==> src/rtl/nov_clk_pkg.sv <==
// Package nov_clk_pkg
// Shared types for the nonoverlapping clock generator.
// Assumes: one main/early pair per half-rate slot.
package nov_clk_pkg;

    // Main phase and its early companion for one half-rate slot
    typedef struct packed {
        logic main;
        logic early;
    } nov_pair_t;

endpackage

==> src/rtl/nov_tick_counter.sv <==
// Module nov_tick_counter
// Counts master-clock ticks inside a sample period. It also toggles a
// divide-by-two flag at the end of every sample period, and that flag
// selects the owning slot.
// Assumes: TICKS_PER_SAMPLE >= 4 and even; synchronous active-low reset.
module nov_tick_counter #(
    parameter int TICKS_PER_SAMPLE = 8,
    parameter int CNT_W            = $clog2(TICKS_PER_SAMPLE)
) (
    input  logic             clk,
    input  logic             rst_n,
    output logic [CNT_W-1:0] tick,
    output logic             half
);

    localparam logic [CNT_W-1:0] LAST_TICK = CNT_W'(TICKS_PER_SAMPLE - 1);

    // Advance the tick; at wrap, toggle the slot selector
    always_ff @(posedge clk) begin
        if (!rst_n) begin
            tick <= '0;
            half <= 1'b0;
        end else if (tick == LAST_TICK) begin
            tick <= '0;
            half <= ~half;
        end else begin
            tick <= tick + 1'b1;
        end
    end


    slot_toggle_chk: assert property (@(posedge clk) disable iff (!rst_n)
        (tick == '0) && $past(rst_n) |-> (half != $past(half)));

endmodule

==> src/rtl/nov_phase_slot.sv <==
// Module nov_phase_slot
// Produces one main phase and its early phase for the slot selected by
// SLOT. Each output is registered. It is held low while the other slot's
// main phase is high, in the way a cross-coupled gate pair would hold it.
// Assumes: NONOVL_TICKS >= 1, EARLY_TICKS >= 1,
// NONOVL_TICKS + EARLY_TICKS < TICKS_PER_SAMPLE.
module nov_phase_slot
    import nov_clk_pkg::*;
#(
    parameter int TICKS_PER_SAMPLE = 8,
    parameter int NONOVL_TICKS     = 1,
    parameter int EARLY_TICKS      = 1,
    parameter int CNT_W            = $clog2(TICKS_PER_SAMPLE),
    parameter int SLOT             = 0
) (
    input  logic             clk,
    input  logic             rst_n,
    input  logic [CNT_W-1:0] tick,
    input  logic             half,
    input  logic             other_main,
    output nov_pair_t        pair
);

    localparam logic [CNT_W-1:0] OPEN_TICK   = CNT_W'(NONOVL_TICKS);
    localparam logic [CNT_W-1:0] EARLY_CLOSE = CNT_W'(TICKS_PER_SAMPLE - 1 - EARLY_TICKS);
    localparam logic             OWN_HALF    = 1'(SLOT);

    logic own_slot;
    logic main_win;
    logic early_win;

    // Window decode for this slot's sample period
    always_comb begin
        own_slot  = (half == OWN_HALF);
        main_win  = own_slot && (tick >= OPEN_TICK);
        early_win = own_slot && (tick >= OPEN_TICK) && (tick <= EARLY_CLOSE);
    end

    // Register the phases, blocked while the other slot is active
    always_ff @(posedge clk) begin
        if (!rst_n) begin
            pair <= '0;
        end else begin
            pair.main  <= main_win && !other_main;
            pair.early <= early_win && !other_main;
        end
    end


    early_inside_chk: assert property (@(posedge clk) disable iff (!rst_n)
        pair.early |-> pair.main);


    early_leads_fall_chk: assert property (@(posedge clk) disable iff (!rst_n)
        $fell(pair.main) |-> !$past(pair.early));


    rise_aligned_chk: assert property (@(posedge clk) disable iff (!rst_n)
        $rose(pair.main) |-> pair.early);

endmodule

==> src/rtl/nov_full_rate.sv <==
// Module nov_full_rate
// Produces the full-rate sampling phase and the comparator latch enable.
// Both repeat in every sample period, whichever slot owns that period.
// Assumes: NONOVL_TICKS < TICKS_PER_SAMPLE/2, and
// TICKS_PER_SAMPLE/2 + NONOVL_TICKS <= TICKS_PER_SAMPLE - 1.
module nov_full_rate #(
    parameter int TICKS_PER_SAMPLE = 8,
    parameter int NONOVL_TICKS     = 1,
    parameter int CNT_W            = $clog2(TICKS_PER_SAMPLE)
) (
    input  logic             clk,
    input  logic             rst_n,
    input  logic [CNT_W-1:0] tick,
    output logic             phi,
    output logic             latch_en
);

    localparam int               HALF_TICKS = TICKS_PER_SAMPLE / 2;
    localparam logic [CNT_W-1:0] OPEN_TICK  = CNT_W'(NONOVL_TICKS);
    localparam logic [CNT_W-1:0] MID_TICK   = CNT_W'(HALF_TICKS);
    localparam logic [CNT_W-1:0] LATCH_OPEN = CNT_W'(HALF_TICKS + NONOVL_TICKS);

    // Register the sampling phase and the latch window
    always_ff @(posedge clk) begin
        if (!rst_n) begin
            phi      <= 1'b0;
            latch_en <= 1'b0;
        end else begin
            phi      <= (tick >= OPEN_TICK) && (tick < MID_TICK);
            latch_en <= (tick >= LATCH_OPEN);
        end
    end


    latch_after_phi_chk: assert property (@(posedge clk) disable iff (!rst_n)
        $rose(latch_en) |-> !phi && !$past(phi));

endmodule

==> src/rtl/nov_clockgen.sv <==
// Module nov_clockgen
// Top of the nonoverlapping clock generator. A tick counter with a
// divide-by-two slot selector drives two phase slots, one per half-rate
// phase, and a full-rate phase block. Each slot is interlocked against
// the other.
// Assumes: clk runs at TICKS_PER_SAMPLE times the sample rate; rst_n is
// synchronous and active low; the parameter limits of the sub-blocks hold.
module nov_clockgen
    import nov_clk_pkg::*;
#(
    parameter int TICKS_PER_SAMPLE = 8,
    parameter int NONOVL_TICKS     = 1,
    parameter int EARLY_TICKS      = 1
) (
    input  logic clk,
    input  logic rst_n,
    output logic phi1,
    output logic phi2,
    output logic phi1e,
    output logic phi2e,
    output logic phi,
    output logic latch_en
);

    localparam int CNT_W   = $clog2(TICKS_PER_SAMPLE);
    localparam int N_SLOTS = 2;

    logic [CNT_W-1:0] tick;
    logic             half;
    nov_pair_t        slot_q [N_SLOTS];

    nov_tick_counter #(
        .TICKS_PER_SAMPLE (TICKS_PER_SAMPLE),
        .CNT_W            (CNT_W)
    ) u_tick (
        .clk   (clk),
        .rst_n (rst_n),
        .tick  (tick),
        .half  (half)
    );

    for (genvar g = 0; g < N_SLOTS; g++) begin : g_slot
        nov_phase_slot #(
            .TICKS_PER_SAMPLE (TICKS_PER_SAMPLE),
            .NONOVL_TICKS     (NONOVL_TICKS),
            .EARLY_TICKS      (EARLY_TICKS),
            .CNT_W            (CNT_W),
            .SLOT             (g)
        ) u_slot (
            .clk        (clk),
            .rst_n      (rst_n),
            .tick       (tick),
            .half       (half),
            .other_main (slot_q[N_SLOTS-1-g].main),
            .pair       (slot_q[g])
        );
    end

    nov_full_rate #(
        .TICKS_PER_SAMPLE (TICKS_PER_SAMPLE),
        .NONOVL_TICKS     (NONOVL_TICKS),
        .CNT_W            (CNT_W)
    ) u_full (
        .clk      (clk),
        .rst_n    (rst_n),
        .tick     (tick),
        .phi      (phi),
        .latch_en (latch_en)
    );

    // Map slot outputs to the phase ports
    always_comb begin
        phi1  = slot_q[0].main;
        phi1e = slot_q[0].early;
        phi2  = slot_q[1].main;
        phi2e = slot_q[1].early;
    end


    no_overlap_chk: assert property (@(posedge clk) disable iff (!rst_n)
        !(phi1 && phi2));


    gap_before_phi2_chk: assert property (@(posedge clk) disable iff (!rst_n)
        $rose(phi2) |-> !$past(phi1));


    gap_before_phi1_chk: assert property (@(posedge clk) disable iff (!rst_n)
        $rose(phi1) |-> !$past(phi2));


    phi_with_phase_chk: assert property (@(posedge clk) disable iff (!rst_n)
        phi |-> (phi1 || phi2));


    latch_in_hold_chk: assert property (@(posedge clk) disable iff (!rst_n)
        latch_en |-> (phi1 ^ phi2));


    reset_quiet_chk: assert property (@(posedge clk)
        !$past(rst_n) && $past(rst_n, 2) |-> !(phi1 || phi2 || phi1e || phi2e || phi || latch_en));

endmodule

==> config.mk <==
export PLATFORM = sky130hd
export DESIGN_NAME = nov_clockgen
export DESIGN_NICKNAME = d
export VERILOG_FILES = /design/src/rtl/nov_clk_pkg.sv /design/src/rtl/nov_tick_counter.sv /design/src/rtl/nov_phase_slot.sv /design/src/rtl/nov_full_rate.sv /design/src/rtl/nov_clockgen.sv
export SDC_FILE = /design/constraint.sdc
export NUM_CORES = 1
export LEC_CHECK = 0
export ABC_AREA = 1
export BUFFER_PORTS_ARGS = -buffer_cell sky130_fd_sc_hd__buf_4
export CAP_MARGIN = 20
export CORE_AREA = 2 2 39 41
export CTS_BUF_LIST = sky130_fd_sc_hd__clkbuf_16
export DETAILED_ROUTE_END_ITERATION = 12
export DIE_AREA = 0 0 41 43
export GPL_TIMING_DRIVEN = 0
export HOLD_SLACK_MARGIN = 0.05
export PLACE_DENSITY = 0.5
export SLEW_MARGIN = 20
export SYNTH_ARGS = -nofsm -noshare
export SYNTH_HDL_FRONTEND = slang
export SYNTH_SLANG_ARGS = --single-unit
==> constraint.sdc <==
create_clock -name clk -period 2.15 [get_ports clk]
set_input_delay 0.1075 -clock clk [delete_from_list [all_inputs] [get_ports clk]]
set_output_delay 0.1075 -clock clk [all_outputs]
set_load 0.01 [all_outputs]
==> parameters.txt <==
Parameter                              Value

Worst setup path
  Reg2reg path depth    5
  Crit path capture type    flip-flop
  Reg-to-Reg Start    u_tick.tick[0]$_SDFF_PP0_
  Flop-to-flop setup slack    ~1 ns
  Peak fanout along the critical path    6
  Worst flop-to-flop path endpoint    u_tick.half$_SDFFE_PN0P_
  Crit path DAT    1.32 ns
  Crit path kind    flip-flop to flip-flop
  Req. time, crit path    2.30 ns
  Kind of start point of the critical path    flip-flop

Cells and area
  Share of cells above drive strength 1    0.182
  Cell area after layout    around 520 um2
  # diodes    0
  Number of nets in the layout    62
  Most frequent standard cell in the layout excluding fill and tap cells    sky130_fd_sc_hd__nor2_1
  Top library cells by usage in the layout, fill and taps aside    11 x sky130_fd_sc_hd__nor2_1, 10 x sky130_fd_sc_hd__dfxtp_1, 8 x sky130_fd_sc_hd__inv_1, 8 x sky130_fd_sc_hd__nand2_1, 7 x sky130_fd_sc_hd__buf_4
  Relative area change from synthesis to final layout    41.0%

Synth
  Cell count after synthesis    44
  Warnings from Yosys    0
  Unique cell type count in the Yosys netlist    7
  Count of state elements after synthesis    10
  Summed instance area of the synthesized netlist    ~370 um2
  Post-synthesis sequential area ratio    0.542
  Synthesized area per cell    ~8.4 um2
  Number of nets in the synthesized netlist    50

Clock tree
  Count of buffers added by post-CTS timing repair for setup    0
  Count of hold buffers inserted by post-cts repair    0
  Number of buffers added by the clock tree synthesis step    3
  Clock root buffer    sky130_fd_sc_hd__clkbuf_16
  Clock tree from TritonCTS    built
  CTS-repair resized insts    0
  Number of buffers on the longest clock path    2
  Sink count of the clock tree    10
  Clock Latency Late Sink    roughly 0.23 ns
  H-tree lvl count    1
  Clock-pin transition on the worst setup and hold timing paths    0.04 ns

Pwr
  Worst vdd ir    0.000345 V
  Power after layout    575 uW
  Power density relative to cell area    1100 nW/um2
  Part of the power in the clock network    0.561
  Cell leakage power    approximately 0.00027 uW
  NetSw    111 uW
  Relative contribution of combinational cells to total power    0.077
  Switching part of the total power    0.194
  Proportion of power drawn by flip-flops and latches    0.362
  P_int    463 uW

Hold path
  Worst min-delay path endpoint    u_full.latch_en$_SDFF_PN0_
  HP Start    rst_n
  Class of the tightest hold or removal check    primary input to flip-flop
  Hold depth    3

Detailed routing
  Routed via count    282
  Routed length per instance    slightly above 8 um
  WL final    588 um
  Remaining antenna violation count after routing    0
  Starting DRC count in detailed routing    3
  Count of TritonRoute iterations in the first routing pass    3
  Vias per std cell    a little under 4
  Number of DRC violations after detailed routing    0

STA
  Worst-margin pin slew    0.262 ns
  Final Skew    0.000780 ns
  Max-Slew Margin vs Limit    0.824
  Final count of pins violating max slew    0
  RSZ-0062 raised after global routing    false
  Final period util    0.540
  Final hold slack    about 0.14 ns
  Period minus WS final    1.16 ns
  Final Hold Violating Endpoints    0
  Setup violations, final    0
  F_max    ~860 MHz
  Setup TNS    0 ns

Global route
  Pin count of the biggest net entering global routing    7
  Global routing usage summed across all routing layers    0.0986
  Initial antenna violation count    0
  Via count of the first global-routing pass    281
  First-pass GRT wire length    1090 um
  GRT Residual Overflow    0

Die
  Die Width    41 um
  Initial Util    0.267
  Die Y-Extent    between 40 and 50 um
  Total I/O pin count    8
  Row cnt    14
  Area of the core    1380 um2
  Die area    1760 um2

Placement
  Global placer's final weighted congestion    0.675
  Port-buffer cells    7
  HPWL Detailed    about 440 um
  DP Area    442 um2

Run
  Maximum Capacitance Violations    0

Outcome
  Status    finished clean
-- power by group through the flow --
stage	Sequential (uW)	Clock (uW)	Combinational, uW
finish	208	322	44.2
global route	210	344	53.6
CTS	208	331	45.4
detailed placement	211	0	44.9
global placement	211	0	44.2
floorplan	214	0	22.8
-- flip-flops by register name, summed over array words and instances, names as in the netlist --
signal              cells
u_tick.tick             3
u_tick.half             1
u_full.phi              1
g_slot.u_slot.pair      4
u_full.latch_en         1
-- cell usage after synthesis, drive strengths merged --
master  number  area, um2
inv          8       30.0
a22oi        1       7.51
nor2        11       41.3
nor3         2       10.0
ha           4       50.1
dfxtp       10        200
nand2        8       30.0
-- worst max-delay path, stage by stage, from the launching register on --
cell and delay [ns]:
sky130_fd_sc_hd__dfxtp_1 0.35, sky130_fd_sc_hd__ha_1 0.22, sky130_fd_sc_hd__ha_1 0.17, sky130_fd_sc_hd__inv_1 0.07, sky130_fd_sc_hd__nand2_1 0.11, sky130_fd_sc_hd__a22oi_1 0.16
-- stage by stage --
step	util	worst slack, ns	std cells
3_5_place_dp	0.319	0.980	67
3_3_place_gp	0.319	0.987	67
6_report	0.376	0.988	71
4_1_cts	0.376	0.970	71
2_1_floorplan	-	1.10	44
5_1_grt	0.376	0.860	71
-- how the worst max path moves through the flow --
stage	from	end	cells past startpoint
global route	u_tick.tick[0]$_SDFF_PP0_	u_tick.half$_SDFFE_PN0P_	5
CTS	u_tick.tick[0]$_SDFF_PP0_	u_tick.half$_SDFFE_PN0P_	5
floorplan	u_tick.tick[0]$_SDFF_PP0_	u_tick.half$_SDFFE_PN0P_	5
finish	u_tick.tick[0]$_SDFF_PP0_	u_tick.half$_SDFFE_PN0P_	5
detailed placement	u_tick.tick[0]$_SDFF_PP0_	u_tick.half$_SDFFE_PN0P_	5
global placement	u_tick.tick[0]$_SDFF_PP0_	u_tick.half$_SDFFE_PN0P_	5
-- area by class of cell --
| type | instances | area (um2) |
|---|---|---|
| clock inverters | 1 | 3.75 |
| flip-flops and latches | 10 | 200 |
| clock buffers | 3 | 75.1 |
| fillers | 142 | 863 |
| multi-input cells | 26 | 139 |
| inverters | 8 | 30.0 |
| well taps | 16 | 20.0 |
| repair buffers | 7 | 52.6 |
-- logic make-up after synthesis --
logic type,synth area share
AND/OR/NAND/NOR,0.220
flip-flops,0.542
buffers and inverters,0.0814
adder cells (fa/ha/maj),0.136
AO/OA/AOI/OAI,0.0203
-- layer usage --
metal	routed length, um	part of all wire	vias up	global-route usage
met3	28	0.048	2	0.0471
met2	255	0.43	5	0.109
met1	290	0.49	119	0.126
met4	14	0.024	0	0.100
li1	-	-	156	-
met5	0	0	-	0
No activity file was read; power rests on OpenSTA's default activity.
